==> config.mk <==
export PLATFORM = sky130hd
export DESIGN_NAME = hw_loop_seq
export DESIGN_NICKNAME = d
export VERILOG_FILES = /design/src/rtl/hwloop_pkg.sv /design/src/rtl/hwloop_rst_sync.sv /design/src/rtl/hwloop_stack.sv /design/src/rtl/hwloop_decide.sv /design/src/rtl/hw_loop_seq.sv
export SDC_FILE = /design/constraint.sdc
export NUM_CORES = 1
export LEC_CHECK = 0
export BUFFER_PORTS_ARGS = -buffer_cell sky130_fd_sc_hd__clkbuf_2
export CAP_MARGIN = 20
export CORE_MARGIN = 5
export CORE_UTILIZATION = 50
export CTS_CLUSTER_DIAMETER = 100
export CTS_CLUSTER_SIZE = 12
export DETAILED_ROUTE_END_ITERATION = 12
export HOLD_SLACK_MARGIN = 0.08
export PLACE_DENSITY = 0.67
export SYNTH_ARGS = -nofsm -noshare
export SYNTH_HDL_FRONTEND = slang
export SYNTH_HIERARCHICAL = 1
export SYNTH_SLANG_ARGS = --single-unit
==> constraint.sdc <==
create_clock -name clk_i -period 7.55 [get_ports clk_i]
set_input_delay 0.755 -clock clk_i [delete_from_list [all_inputs] [get_ports clk_i]]
set_output_delay 0.755 -clock clk_i [all_outputs]
set_load 0.05 [all_outputs]
==> src/rtl/hwloop_pkg.sv <==
package hwloop_pkg;

  parameter int unsigned ADDR_W  = 16;
  parameter int unsigned COUNT_W = 16;

  typedef struct packed {
    logic [COUNT_W-1:0] count;
    logic [ADDR_W-1:0]  start_pc;
    logic [ADDR_W-1:0]  exit_pc;
    logic               is_word;
  } loop_entry_t;

endpackage

==> src/rtl/hwloop_rst_sync.sv <==
module hwloop_rst_sync #(
  parameter int unsigned STAGES = 2
) (
  input  logic clk_i,
  input  logic rst_ni,
  output logic rst_no
);

  logic [STAGES-1:0] sync_q;

  always_ff @(posedge clk_i or negedge rst_ni) begin
    if (!rst_ni) begin
      sync_q <= '0;
    end else begin
      sync_q <= {sync_q[STAGES-2:0], 1'b1};
    end
  end

  assign rst_no = sync_q[STAGES-1];

endmodule

==> src/rtl/hwloop_stack.sv <==
module hwloop_stack
  import hwloop_pkg::*;
#(
  parameter int unsigned DEPTH = 8,
  localparam int unsigned DW   = $clog2(DEPTH + 1)
) (
  input  logic               clk_i,
  input  logic               rst_ni,
  input  logic               push_en_i,
  input  loop_entry_t        push_data_i,
  input  logic               pop_en_i,
  input  logic               dec_en_i,
  input  logic [COUNT_W-1:0] dec_count_i,
  output loop_entry_t        top_o,
  output logic [DW-1:0]      depth_o,
  output logic               empty_o,
  output logic               full_o
);

  loop_entry_t        slot_q [DEPTH];
  loop_entry_t        slot_d [DEPTH];
  logic [DEPTH-1:0]   slot_we;
  logic [DW-1:0]      depth_q;
  logic [DW-1:0]      depth_d;
  logic               depth_en;

  // Per-slot write enables: a push writes the first free slot, a count
  // update rewrites the current top slot.
  for (genvar g = 0; g < DEPTH; g++) begin : g_slot
    logic is_free_head;
    logic is_top;
    assign is_free_head = (depth_q == DW'(g));
    assign is_top       = (depth_q == DW'(g + 1));
    assign slot_we[g]   = (push_en_i && is_free_head) || (dec_en_i && is_top);
    always_comb begin
      slot_d[g] = slot_q[g];
      if (push_en_i && is_free_head) begin
        slot_d[g] = push_data_i;
      end else if (dec_en_i && is_top) begin
        slot_d[g].count = dec_count_i;
      end
    end
  end

  always_ff @(posedge clk_i) begin
    for (int i = 0; i < DEPTH; i++) begin
      if (slot_we[i]) begin
        slot_q[i] <= slot_d[i];
      end
    end
  end

  // Depth next state
  always_comb begin
    depth_en = push_en_i || pop_en_i;
    depth_d  = depth_q;
    if (push_en_i) begin
      depth_d = depth_q + DW'(1);
    end else if (pop_en_i) begin
      depth_d = depth_q - DW'(1);
    end
  end

  always_ff @(posedge clk_i or negedge rst_ni) begin
    if (!rst_ni) begin
      depth_q <= '0;
    end else if (depth_en) begin
      depth_q <= depth_d;
    end
  end

  // Top-of-stack read
  always_comb begin
    top_o = '0;
    for (int i = 0; i < DEPTH; i++) begin
      if (depth_q == DW'(i + 1)) begin
        top_o = slot_q[i];
      end
    end
  end

  assign depth_o = depth_q;
  assign empty_o = (depth_q == '0);
  assign full_o  = (depth_q == DW'(DEPTH));

  p_depth_bound_r8: assert property (@(posedge clk_i) disable iff (!rst_ni)
    depth_q <= DW'(DEPTH));

  p_no_push_full_r8: assert property (@(posedge clk_i) disable iff (!rst_ni)
    push_en_i |-> (depth_q != DW'(DEPTH)));

  p_no_pop_empty_r9: assert property (@(posedge clk_i) disable iff (!rst_ni)
    (pop_en_i || dec_en_i) |-> (depth_q != '0));

  p_single_op_r11: assert property (@(posedge clk_i) disable iff (!rst_ni)
    $countones({push_en_i, pop_en_i, dec_en_i}) <= 1);

endmodule

==> src/rtl/hwloop_decide.sv <==
module hwloop_decide
  import hwloop_pkg::*;
(
  input  logic               leave_i,
  input  logic               check_i,
  input  logic               begin_i,
  input  logic [COUNT_W-1:0] begin_count_i,
  input  logic [ADDR_W-1:0]  begin_start_i,
  input  logic [ADDR_W-1:0]  begin_exit_i,
  input  logic               begin_mode_i,
  input  logic [ADDR_W-1:0]  pc_i,
  input  loop_entry_t        top_i,
  input  logic               empty_i,
  input  logic               full_i,
  output logic               push_en_o,
  output loop_entry_t        push_data_o,
  output logic               pop_en_o,
  output logic               dec_en_o,
  output logic [COUNT_W-1:0] dec_count_o,
  output logic               taken_o,
  output logic [ADDR_W-1:0]  redirect_pc_o,
  output logic               overflow_o,
  output logic               underflow_o
);

  logic more_trips;

  assign more_trips = (top_i.count > COUNT_W'(1));

  always_comb begin
    push_en_o     = 1'b0;
    pop_en_o      = 1'b0;
    dec_en_o      = 1'b0;
    dec_count_o   = top_i.count - COUNT_W'(1);
    taken_o       = 1'b0;
    redirect_pc_o = '0;
    overflow_o    = 1'b0;
    underflow_o   = 1'b0;
    push_data_o   = '{count:    begin_count_i,
                      start_pc: begin_start_i,
                      exit_pc:  begin_exit_i,
                      is_word:  begin_mode_i};

    if (leave_i) begin
      if (empty_i) begin
        underflow_o = 1'b1;
      end else begin
        pop_en_o      = 1'b1;
        taken_o       = 1'b1;
        redirect_pc_o = top_i.exit_pc;
      end
    end else if (check_i) begin
      if (empty_i) begin
        underflow_o = 1'b1;
      end else if (more_trips) begin
        dec_en_o      = 1'b1;
        taken_o       = 1'b1;
        redirect_pc_o = top_i.is_word ? top_i.start_pc : pc_i;
      end else begin
        pop_en_o = 1'b1;
      end
    end else if (begin_i) begin
      if (begin_count_i == '0) begin
        taken_o       = 1'b1;
        redirect_pc_o = begin_exit_i;
      end else if (full_i) begin
        overflow_o = 1'b1;
      end else begin
        push_en_o = 1'b1;
      end
    end
  end

endmodule

==> src/rtl/hw_loop_seq.sv <==
module hw_loop_seq
  import hwloop_pkg::*;
#(
  parameter int unsigned DEPTH = 8,
  localparam int unsigned DW   = $clog2(DEPTH + 1)
) (
  input  logic               clk_i,
  input  logic               rst_ni,
  input  logic               leave_i,
  input  logic               check_i,
  input  logic               begin_i,
  input  logic [COUNT_W-1:0] begin_count_i,
  input  logic [ADDR_W-1:0]  begin_start_i,
  input  logic [ADDR_W-1:0]  begin_exit_i,
  input  logic               begin_mode_i,
  input  logic [ADDR_W-1:0]  pc_i,
  output logic               taken_o,
  output logic [ADDR_W-1:0]  redirect_pc_o,
  output logic               overflow_o,
  output logic               underflow_o
);

  logic               rst_n_s;
  logic               push_en;
  loop_entry_t        push_data;
  logic               pop_en;
  logic               dec_en;
  logic [COUNT_W-1:0] dec_count;
  loop_entry_t        top_entry;
  logic [DW-1:0]      depth;
  logic               empty;
  logic               full;

  hwloop_rst_sync #(.STAGES(2)) u_rst_sync (
    .clk_i  (clk_i),
    .rst_ni (rst_ni),
    .rst_no (rst_n_s)
  );

  hwloop_decide u_decide (
    .leave_i       (leave_i),
    .check_i       (check_i),
    .begin_i       (begin_i),
    .begin_count_i (begin_count_i),
    .begin_start_i (begin_start_i),
    .begin_exit_i  (begin_exit_i),
    .begin_mode_i  (begin_mode_i),
    .pc_i          (pc_i),
    .top_i         (top_entry),
    .empty_i       (empty),
    .full_i        (full),
    .push_en_o     (push_en),
    .push_data_o   (push_data),
    .pop_en_o      (pop_en),
    .dec_en_o      (dec_en),
    .dec_count_o   (dec_count),
    .taken_o       (taken_o),
    .redirect_pc_o (redirect_pc_o),
    .overflow_o    (overflow_o),
    .underflow_o   (underflow_o)
  );

  hwloop_stack #(.DEPTH(DEPTH)) u_stack (
    .clk_i       (clk_i),
    .rst_ni      (rst_n_s),
    .push_en_i   (push_en),
    .push_data_i (push_data),
    .pop_en_i    (pop_en),
    .dec_en_i    (dec_en),
    .dec_count_i (dec_count),
    .top_o       (top_entry),
    .depth_o     (depth),
    .empty_o     (empty),
    .full_o      (full)
  );

  p_idle_quiet_r1: assert property (@(posedge clk_i) disable iff (!rst_n_s)
    !taken_o |-> (redirect_pc_o == '0));

  p_push_grows_r2: assert property (@(posedge clk_i) disable iff (!rst_n_s)
    (begin_i && !leave_i && !check_i && begin_count_i != '0 && !overflow_o)
      |=> (depth == $past(depth) + DW'(1)));

  p_final_pops_r5: assert property (@(posedge clk_i) disable iff (!rst_n_s)
    (check_i && !leave_i && !underflow_o && !taken_o)
      |=> (depth == $past(depth) - DW'(1)));

  p_zero_skip_r6: assert property (@(posedge clk_i) disable iff (!rst_n_s)
    (begin_i && !leave_i && !check_i && begin_count_i == '0)
      |=> $stable(depth));

  p_leave_one_r7: assert property (@(posedge clk_i) disable iff (!rst_n_s)
    (leave_i && !underflow_o) |=> (depth == $past(depth) - DW'(1)));

  p_ovf_hold_r8: assert property (@(posedge clk_i) disable iff (!rst_n_s)
    overflow_o |-> (!taken_o ##1 $stable(depth)));

  p_unf_quiet_r9: assert property (@(posedge clk_i) disable iff (!rst_n_s)
    underflow_o |-> (!taken_o && depth == '0));

  p_flags_excl_r11: assert property (@(posedge clk_i) disable iff (!rst_n_s)
    $onehot0({overflow_o, underflow_o}));

endmodule

Word level (Yosys, flattened, before mapping)
Memory sizes are Yosys's and may differ from the RTL's.
Index checks and enable logic that the tools add are counted.
Word-level totals
  memory bits (writable): 392
  bits in latches: 0
  memory bits (read-only): 0
  logic and storage cells: 156
  memories kept: 1
  register bits: 6
Memory list
  u_stack.slot_q: words 8, width 49, read ports 8, clocked after Yosys merged registers in 0, wr ports 1, RTL line hwloop_stack.sv:20  | loop_entry_t slot_q [DEPTH];
Operators by class
  mux-type cells: 105
  $lt $le $gt $ge: 1
  multiply operators: 0
  divide/modulo/power cells: 0
  $add $sub $neg: 3
  shifts and indexed selects: 0
  reductions and logical operators: 36
  equality and inequality tests: 8
  bitwise logic cells: 0
Operator list (count)
  49-bit 2-to-1 mux: 15
  16-bit 2-to-1 mux: 24
  49-bit OR reduction: 7
  33-bit 2-to-1 mux: 8
  1-bit 2-to-1 mux: 49
  3-bit 2-to-1 mux: 7
  4-bit by 3-bit == test with 1-bit output (second input constant): 4
  16-bit by 1-bit > comparator with 1-bit output (second input constant): 1
  1-bit logical AND: 16
  16-bit logical NOT: 1
  16-bit by 1-bit subtractor with 16-bit output (second input constant): 1
  1-bit logical OR: 9
  4-bit by 2-bit == test with 1-bit output (second input constant): 2
  4-bit 2-to-1 mux: 2
  4-bit by 1-bit adder with 4-bit output (second input constant): 1
  4-bit by 1-bit == test with 1-bit output (second input constant): 1
  4-bit == test (second input constant): 1
  4-bit logical NOT: 1
  4-bit by 1-bit subtractor with 4-bit output (second input constant): 1
  2-bit AND reduction: 1
  2-bit nonzero test: 1

Depth between registers and ports, before layout
Gate-level depths: netlist of run 1.
  word-level depth: 26
  depth in mapped cells: 20
  depth with buffers taken out: 15

By module
Netlist of run 1, hierarchy kept.
Modules (own cells, without submodules)
  hwloop_stack: area an instance 18278.8 um^2, instances 1, cells each 1340
  hwloop_decide: area an instance 1288.7 um^2, instances 1, cells each 169
  hwloop_rst_sync: area an instance 53.8 um^2, instances 1, cells each 3

Worst setup path before layout of run 1
OpenSTA, ideal clock, no wires.
  path kind: register to register
  start: register u_stack.depth_q[0], in the netlist u_stack/depth_o[0]
  end: memory u_stack/slot_q[1][82] (netlist bit), enable pin
  arrival time: 4348 ps
  path slack: 2791 ps
  stages on the path, launching flop included: 18
  clock period less this slack: 4759 ps
  data required time: 7139 ps
  library setup time: 411 ps
  path through: dfrtp_1 > inv_1 > ha_1 > buf_2 > nor4b_4 > buf_4 > buf_6 > o2bb2ai_1 > o21ai_1 > a221oi_2 > inv_1 > ha_1 > nor2_1 > nor4bb_1 > clkbuf_1 > a21oi_1 > nand2_1 > o21ai_0
RTL lines
  from (decl): RTL line hwloop_stack.sv:23  | logic [DW-1:0] depth_q;
  from (signal assigned): RTL line hwloop_stack.sv:68  | depth_q <= depth_d;
  to (decl): RTL line hwloop_stack.sv:20

==> summary.txt, run 1 <==
maximum vdd drop: 0.3262 mV
root buffer cell: clkbuf_16
period utilization: 85.47%
DR WL/cell: 26.93 µm
CTS buffer count: 39
peak fanout along the critical path: 33
Critical R2R Launch: u_stack/depth_o[2]$_DFFE_PN0P_
Clock power frac: 16.8%
startpoint type of the worst setup path: flop
gr usage total: 24.14%
NetSw: 4204 µW
number of nets in the layout: 1,571
Internal: 6200 µW
Min-Delay Path Class: flop to async pin
post-synthesis sequential area ratio: 60.76%
slew margin rel.: 19.09%
async set-reset flop share out of synthesis: 1.508%
Mapped Cells: 1,512
fill count: 3,218
logic gate share of total power: 53.8%
share of cells above drive strength 1: 22.38%
antenna violations before repair: 0
Routed Wire Length: 54,610 µm
DR vias: 13.16k
clock sinks: 398
CP arrival: 5700 ps
clk_skew: 24.52 ps
worst setup margin: 1097 ps
crit path from: u_stack/depth_o[2]$_DFFE_PN0P_
final instance area: 21,140 µm²
Post-CTS Setup Inserts: 0
Tightest Pin Transition: 1214 ps
Cell Area, Synth: 19,620 µm²
die area: 43,300 µm²
commonest non-fill, non-tap cell in the layout: edfxtp_1
core outline area: 38,740 µm²
CTS tree: yes
HPWL after DPL: 31,810 µm
final cell count without fillers: 2,028
antenna-violating nets left: 0
vias per cell: 6.489
pwr dens: 492.2 nW/µm²
fin crit period: 6453 ps
Cells after DPL: 1,969
P&R area growth vs syn: 7.722%
Sw Ratio: 40.40%
Mapped Nets: 1,589
most frequent cells in the layout: edfxtp_1 (392), a21oi_1 (147), mux2_2 (122), clkbuf_2 (88), nand2_1 (66)
total gr overflow: 0
EDFF count, synth: 392
Worst-path clk slew: 60 ps
I/O pins: 89
count of state elements after synthesis: 398
Hold WS: 92.11 ps
Synth warnings: 6
Synth Area per Inst: 12.98 µm²
Crit. End Element: output port
# Max-Cap Violations: 0
ANT cells: 0
Chip Height: 208.1 µm
row cnt: 72
routability cong.: 0.8557
# hold bufs at CTS: 1
Netlist cell types: 57
# setup viols final: 0
Die Wd: 208.1 µm
DR DRC count: 0
Slew Viols, Final: 0
worst slack at placement: 1662 ps
Post-Place Cell Area: 20,030 µm²
largest net degree at the start of global routing: 67
RSZ-0062 raised after global routing: no
clock buffer depth: 3
initial cell density of the core: 50.65%
vias in the first global route: 12.76k
H-tree levels: 2
FMAX: 155.0 MHz
clk_lat worst skew: 540 ps
first drt pass iteration count: 6
Flop pwr share: 29.5%
first-pass GRT wire length: 80,790 µm
Setup CP Type: flop to output port
dominant synthesized flop cell: edfxtp_1
LEAKAGE: 0.007278 µW
post-CTS sizing: 0
Initial DRC Count: 1,687
setup TNS: 0 ps
final hold violations: 0
WP data required: 6800 ps
# port buffers: 88
status: finished clean
[registers in the layout (all words and copies together), names as in the netlist]
name	cells
u_stack/slot_q	392
u_stack/depth_o	4
u_rst_sync/sync_q	2
[metal layers]
metal	wire (µm)	GRT usage (%)
met2	25400	38.54
met1	22630	34.46
met5	0	0
met4	1413	6.501
met3	5168	4.398
[cell type report]
class | instances | area (µm²) | area share, %
clock inverter | 3 | 41.29 | 0.1953
tap | 518 | 648.1 | 3.066
clock buffer | 54 | 1042 | 4.931
inverter | 59 | 221.5 | 1.048
sequential | 398 | 11920 | 56.41
multi-input combinational | 876 | 6574 | 31.10
timing repair buffer | 120 | 686.9 | 3.250
[critical path, cell delays in order (launching register included)]
cell and delay, ps:
dfrtp_1 720, and2b_2 700, and2_2 890, nand2_1 160, a221oi_2 360, inv_1 240
ha_1 290, nor2_1 240, nor4bb_4 80, buf_4 240, a21oi_1 600, or3_1 310
clkbuf_2 310
[Yosys cell counts (all sizes together) (4+ instances only)]
cell type | instances | area [µm²]
ha | 7 | 87.58
o21ai | 55 | 275.3
a221o | 17 | 170.2
inv | 59 | 221.5
dfrtp | 6 | 150.1
o21a | 49 | 367.9
and3 | 4 | 25.02
clkbuf | 65 | 244.0
o2bb2ai | 48 | 420.4
a211oi | 16 | 120.1
a21o | 47 | 352.8
xor2 | 13 | 113.9
mux2i | 16 | 160.2
buf | 114 | 760.7
nor2 | 62 | 240.2
nand2 | 68 | 255.2
nor2b | 4 | 25.02
a221oi | 49 | 548.0
edfxtp | 392 | 11770
mux2 | 128 | 1441
nand3 | 6 | 50.05
o22ai | 48 | 300.3
nor4 | 9 | 86.33
a21oi | 147 | 735.7
a2bb2oi | 47 | 411.6
[path summary, 6_finish.rpt]
check | end | slack, ps | cells after the start
max | taken_o | 1100 | 12
min | u_stack/depth_o[1]$_DFFE_PN0P_ | 90 | 0
max reg2reg | u_stack/slot_q[1][91]$_DFFE_PP_ | 1640 | 12
min reg2reg | u_stack/depth_o[1]$_DFFE_PN0P_ | 90 | 0
max in group asynchronous | u_rst_sync/sync_q[1]$_DFF_PN0_ | 6900 | 2
min in group clk_i | u_rst_sync/sync_q[1]$_DFF_PN0_ | 350 | 0
[stage by stage]
stage / utilization (%) / total power [µW]
final: 54.56 / 10400
after global routing: 54.56 / 10850
after CTS: 54.53 / 10340
after detailed placement: 51.71 / 8584
after global placement: 51.71 / 8468
after floorplan: - / 7162
[power groups by stage]
stage / sequential, µW / clock (µW) / combinational, µW
after floorplan: 3070 / 0 / 4090
final: 3060 / 1750 / 5590
after detailed placement: 3110 / 0 / 5480
after global placement: 3110 / 0 / 5360
after CTS: 3060 / 1770 / 5500
after global routing: 3070 / 1860 / 5910
[logic make-up (layout without fill, tap and decap cells)]
kind of cell	count (synthesis)	after routing	share of synthesized area, %
AO/OA/AOI/OAI	531	531	19.19
flip-flops	398	398	60.76
buffers and inverters	238	236	6.249
AND/OR/NAND/NOR	178	178	4.508
multiplexers	144	144	8.162
XOR/XNOR	15	15	0.6696
adder cells (fa/ha/maj)	7	7	0.4464
other	1	1	0.01911
No activity file was read; power rests on OpenSTA's default activity.
==> run 2: changes to the inputs <==
==> constraint.sdc (replaced) <==
create_clock -name clk_i -period 7.55 [get_ports clk_i]
set_input_delay 0.755 -clock clk_i [delete_from_list [all_inputs] [get_ports clk_i]]
set_output_delay 0.755 -clock clk_i [all_outputs]
set_load 0.01 [all_outputs]
==> run 2 against run 1 <==
  * Maximum frequency increased by 1.6%
  * Die area unchanged
  * Global-route usage increased by 0.50 points
  * Sequential share of layout area decreased by 0.073 points
  * Clock power increased by 3%
  * Register-to-register slack got worse by 20 ps
  * Clock skew decreased by 4.6 ps
  * Count of clock-buffer cells in the layout increased by 7
==> summary.txt, run 2 (synthesis results as in run 1) <==
status: finished clean
clk_lat worst skew: 570 ps (+30 ps)
fin crit period: 6349 ps (-104.3 ps)
clock sinks: 398 (unchanged)
row cnt: 72 (unchanged)
initial cell density of the core: 50.65% (unchanged)
Chip Height: 208.1 µm (unchanged)
Worst-path clk slew: 60 ps (about the same)
HPWL after DPL: 30,860 µm (-3.0%)
setup TNS: 0 ps (unchanged)
Slew Viols, Final: 0 (unchanged)
vias in the first global route: 13.10k (+2.7%)
slew margin rel.: 21.95% (+2.9 points)
commonest non-fill, non-tap cell in the layout: edfxtp_1
Largest register FFs: 392 (unchanged)
largest net degree at the start of global routing: 91 (+36%)
vias per cell: 6.518 (+0.46%)
WP data required: 6800 ps (about the same)
root buffer cell: clkbuf_16
Post-CTS Setup Inserts: 0 (unchanged)
die area: 43,300 µm² (unchanged)
DR WL/cell: 27.08 µm (+0.56%)
RSZ-0062 raised after global routing: no
CP arrival: 5590 ps (-110 ps)
Die Wd: 208.1 µm (unchanged)
# Max-Cap Violations: 0 (unchanged)
Crit. End Element: output port
H-tree levels: 2 (unchanged)
Setup CP Type: flop to output port
# port buffers: 88 (unchanged)
startpoint type of the worst setup path: flop
fill count: 3,230 (+0.37%)
CTS tree: yes
FMAX: 157.5 MHz (+1.6%)
DR vias: 13.26k (+0.75%)
utilization after layout: 54.64% (+0.071 points)
final hold violations: 0 (unchanged)
P&R area growth vs syn: 7.862%
antenna violations before repair: 0 (unchanged)
post-CTS sizing: 0 (unchanged)
share of cells above drive strength 1: 22.16% (-0.22 points)
first-pass GRT wire length: 82,250 µm (+1.8%)
r2r setup slk: 1620 ps (-20 ps)
LEAKAGE: 0.007284 µW (about the same)
clock buffer depth: 3 (unchanged)
peak fanout along the critical path: 90 (+170%)
Total Power: 10,250 µW (-1.4%)
Biggest register: u_stack/slot_q
period utilization: 84.09% (-1.4 points)
I/O pins: 89 (unchanged)
core outline area: 38,740 µm² (unchanged)
# setup viols final: 0 (unchanged)
antenna-violating nets left: 0 (unchanged)
first drt pass iteration count: 5 (-1)
routability cong.: 0.8633 (+0.89%)
gr usage total: 24.64% (+0.50 points)
Routed Wire Length: 55,080 µm (+0.86%)
Min-Delay Path Class: flop to async pin
maximum vdd drop: 0.3147 mV (-3.5%)
DR DRC count: 0 (unchanged)
most frequent cells in the layout: edfxtp_1 (392), a21oi_1 (147), mux2_2 (122), clkbuf_2 (88), nand2_1 (66)
Tightest Pin Transition: 1171 ps (-42.89 ps)
total gr overflow: 0 (unchanged)
clk_skew: 19.96 ps (-4.562 ps)
ANT cells: 0 (unchanged)
number of nets in the layout: 1,569 (-0.13%)
Initial DRC Count: 1,304 (-23%)
pwr dens: 484.5 nW/µm² (-1.6%)
CTS buffer count: 39 (unchanged)
-- run 2: per-layer routing --
layer	vias to the layer above	GRT usage [%]	wire, µm
met2	751	38.54	25170
met1	6629	34.70	22910
met4	0	7.973	1604
met3	109	5.377	5393
li1	5769	-	-
met5	-	0	0
-- run 2: metrics by stage --
stage / setup slack, ps / instance area (µm²) / hold slack [ps] / std cells
final: 1201 / 21160 / 94.32 / 2034
after global routing: 977.7 / 21160 / 117.0 / 2034
after CTS: 1292 / 21160 / 107.2 / 2034
after detailed placement: 1733 / 20020 / 112.2 / 1968
after global placement: 1921 / 20020 / 113.5 / 1968
after floorplan: 2791 / 19620 / 40.29 / 1512
-- run 2: final timing paths --
kind / to / from / cells past startpoint
max reg2reg: u_stack/slot_q[1][91]$_DFFE_PP_ / u_stack/depth_o[0]$_DFFE_PN0P_ / 12
min: u_stack/depth_o[0]$_DFFE_PN0P_ / u_rst_sync/sync_q[1]$_DFF_PN0_ / 0
max: taken_o / u_stack/depth_o[0]$_DFFE_PN0P_ / 12
min reg2reg: u_stack/depth_o[0]$_DFFE_PN0P_ / u_rst_sync/sync_q[1]$_DFF_PN0_ / 0
max in group asynchronous: u_rst_sync/sync_q[0]$_DFF_PN0_ / rst_ni / 2
min in group clk_i: u_rst_sync/sync_q[1]$_DFF_PN0_ / u_rst_sync/sync_q[0]$_DFF_PN0_ / 0
-- run 2: repair_timing --
action,in CTS,in global routing
hold buffers,1,0
setup endpoints to repair,0,0
hold endpoints to repair,2,0
-- run 2: layout make-up --
type,instances,area (µm²),share of cell area (%)
repair buffers,118,668.1,3.157
multi-input cells,876,6574,31.06
inverters,59,221.5,1.046
clock inverters,4,71.32,0.3370
flip-flops and latches,398,11920,56.33
clock buffers,61,1059,5.002
well taps,518,648.1,3.062
-- run 2: critical path, stage by stage, from the launching register on --
cell	delay (ps)
dfrtp_1	470
inv_1	190
ha_4	880
nand3b_1	400
buf_4	650
o22ai_1	150
a221oi_1	640
nor2_1	110
nor4bb_4	180
buf_4	230
a21oi_1	560
or3_1	320
clkbuf_2	180
-- run 2: power by group --
part           leakage (µW)  internal (µW)  switching (µW)
Sequential          0.00361           2990            94.8
Combinational       0.00314           2250            3110
Clock              0.000539            999             812
==> run 3: changes to the inputs <==
PLACE_DENSITY = 0.7   (was 0.67)
clock period = 5.5 ns   (was 7.55 ns; I/O delays follow)
==> run 3 against run 2 <==
  * Worst setup slack lost 850 ps
  * Count of clock-buffer cells in the layout is the same
  * Design area grew 1.2%
  * Sequential power grew 36%
  * Power grew 37%
  * Hold slack gained 17 ps
  * Critical endpoint unchanged
  * Largest cell class unchanged
  * Highest routed layer is now met5
==> summary.txt, run 3 (synthesis results as in run 1) <==
CP arrival: 4600 ps (-990 ps)
Biggest register: u_stack/slot_q
# setup viols final: 0 (unchanged)
peak fanout along the critical path: 18 (-80%)
gr usage total: 25.17% (+0.52 points)
Crit. End Element: output port
Clock power frac: 17.4% (-0.3 points)
startpoint type of the worst setup path: flop
Initial DRC Count: 1,581 (+21%)
fill count: 3,190 (-1.2%)
Post-Place Cell Area: 20,280 µm² (+1.3%)
ANT cells: 0 (unchanged)
CTS buffer count: 39 (unchanged)
RSZ-0062 raised after global routing: no
CTS tree: yes
Critical R2R Launch: u_stack/depth_o[0]$_DFFE_PN0P_
r2r setup slk: 850 ps (-770 ps)
antenna-violating nets left: 0 (unchanged)
logic gate share of total power: 52.7% (+0.4 points)
core outline area: 38,740 µm² (unchanged)
P&R area growth vs syn: 9.208%
vias per cell: 6.560 (+0.64%)
Tightest Pin Transition: 906.6 ps (-264.2 ps)
Sw Ratio: 38.84% (-0.33 points)
die area: 43,300 µm² (unchanged)
Worst Reg-to-Reg Cells: 17 (+5)
Worst-path clk slew: 70 ps (about the same)
Total Power: 14,070 µW (+37%)
# Max-Cap Violations: 0 (unchanged)
DR WL/cell: 27.39 µm (+1.1%)
I/O pins: 89 (unchanged)
Flop pwr share: 29.8% (-0.3 points)
most frequent cells in the layout: edfxtp_1 (392), a21oi_1 (147), mux2_2 (122), clkbuf_2 (88), nand2_1 (66)
number of nets in the layout: 1,603 (+2.2%)
# port buffers: 88 (unchanged)
DR vias: 13.56k (+2.3%)
Min-Delay Path Class: flop to async pin
Chip Height: 208.1 µm (unchanged)
initial cell density of the core: 50.65% (unchanged)
pwr dens: 656.8 nW/µm² (+36%)
final hold violations: 0 (unchanged)
maximum vdd drop: 0.3576 mV (+14%)
setup TNS: 0 ps (unchanged)
root buffer cell: clkbuf_16
H-tree levels: 2 (unchanged)
share of cells above drive strength 1: 23.89% (+1.7 points)
NetSw: 5467 µW (+36%)
Setup CP Type: flop to output port
antenna violations before repair: 3 (+3)
WP data required: 4950 ps (-1850 ps)
routability cong.: 0.9219 (+6.8%)
total gr overflow: 0 (unchanged)
HPWL after DPL: 33,250 µm (+7.7%)
clk_skew: 21.81 ps (+1.848 ps)
clk_lat worst skew: 560 ps (about the same)
clock sinks: 398 (unchanged)
Slew Viols, Final: 0 (unchanged)
Worst R2R End: u_stack/slot_q[0][86]$_DFFE_PP_
FMAX: 194.1 MHz
final instance area: 21,430 µm² (+1.2%)
period utilization: 93.69%
Largest register FFs: 392 (unchanged)
DR DRC count: 0 (unchanged)
LEAKAGE: 0.007453 µW (+2.3%)
clock buffer depth: 3 (unchanged)
row cnt: 72 (unchanged)
Routed Wire Length: 56,620 µm (+2.8%)
status: finished clean
first drt pass iteration count: 7 (+2)
slew margin rel.: 39.19% (+17 points)
Internal: 8606 µW (+38%)
largest net degree at the start of global routing: 62 (-32%)
Die Wd: 208.1 µm (unchanged)
first-pass GRT wire length: 84,270 µm (+2.5%)
vias in the first global route: 13.61k (+3.9%)
fin crit period: 5153 ps
commonest non-fill, non-tap cell in the layout: edfxtp_1
-- run 3: area by class of cell --
| class | count | area [µm²] | area share (%) |
|---|---|---|---|
| clock inverters | 3 | 36.28 | 0.1693 |
| well taps | 518 | 648.1 | 3.025 |
| clock buffers | 61 | 1080 | 5.039 |
| multi-input cells | 876 | 6584 | 30.73 |
| flip-flops and latches | 398 | 11920 | 55.64 |
| repair buffers | 152 | 935.9 | 4.368 |
| inverters | 59 | 221.5 | 1.034 |
-- run 3: timing repair --
item                       CTS  global route
hold endpoints to repair     2             0
gates resized for setup      0             1
setup buffers                0             2
hold buffers                 1             0
setup endpoints to repair    0             6
-- run 3: through the flow --
stage	hold slack [ps]	setup slack [ps]	utilization (%)	instances
floorplan	40.29	740.6	-	1512
finish	111.1	346.9	55.32	2067
global route	114.2	63.74	55.32	2067
detailed placement	111.1	854.1	52.35	2000
global placement	109.9	982.9	52.35	2000
CTS	117.0	210.8	55.25	2065
-- run 3: power by group through the flow --
stage / Combinational [µW] / Sequential (µW) / Clock, µW
finish: 7420 / 4200 / 2460
global route: 7900 / 4210 / 2610
CTS: 7280 / 4200 / 2500
detailed placement: 7230 / 4260 / 0
global placement: 7050 / 4260 / 0
floorplan: 5350 / 4210 / 0
-- run 3: routing by layer --
metal / share of wire, % / vias to the layer above / global-route usage (%) / wire [µm]
li1: - / 5821 / - / -
met1: 40 / 6757 / 35.00 / 22840
met2: 46 / 830 / 39.69 / 26100
met3: 10 / 146 / 4.820 / 5762
met4: 3.3 / 6 / 9.445 / 1873
met5: 0.067 / - / 0 / 38
-- run 3: worst max-delay path by stage --
stage	from	end	slack, ps
after floorplan	u_stack/depth_o[0]$_DFFE_PN0P_	u_stack/slot_q[1][82]$_DFFE_PP_	740
after global placement	u_stack/depth_o[0]$_DFFE_PN0P_	taken_o	980
after detailed placement	u_stack/depth_o[1]$_DFFE_PN0P_	redirect_pc_o[5]	850
after CTS	u_stack/depth_o[1]$_DFFE_PN0P_	redirect_pc_o[5]	210
after global routing	u_stack/depth_o[0]$_DFFE_PN0P_	taken_o	60
final	u_stack/depth_o[1]$_DFFE_PN0P_	taken_o	350
-- run 3: critical path, stage by stage (launching register included) --
cell and delay, ps:
dfrtp_1 500, inv_1 160, ha_1 330, or2_2 540, a21oi_1 200, a2bb2oi_1 210, a221oi_2 110, inv_1 210
ha_1 250, nor2_1 90, nor4bb_4 260, buf_4 280, a21oi_1 100, buf_4 200, or3_1 410, clkbuf_2 180
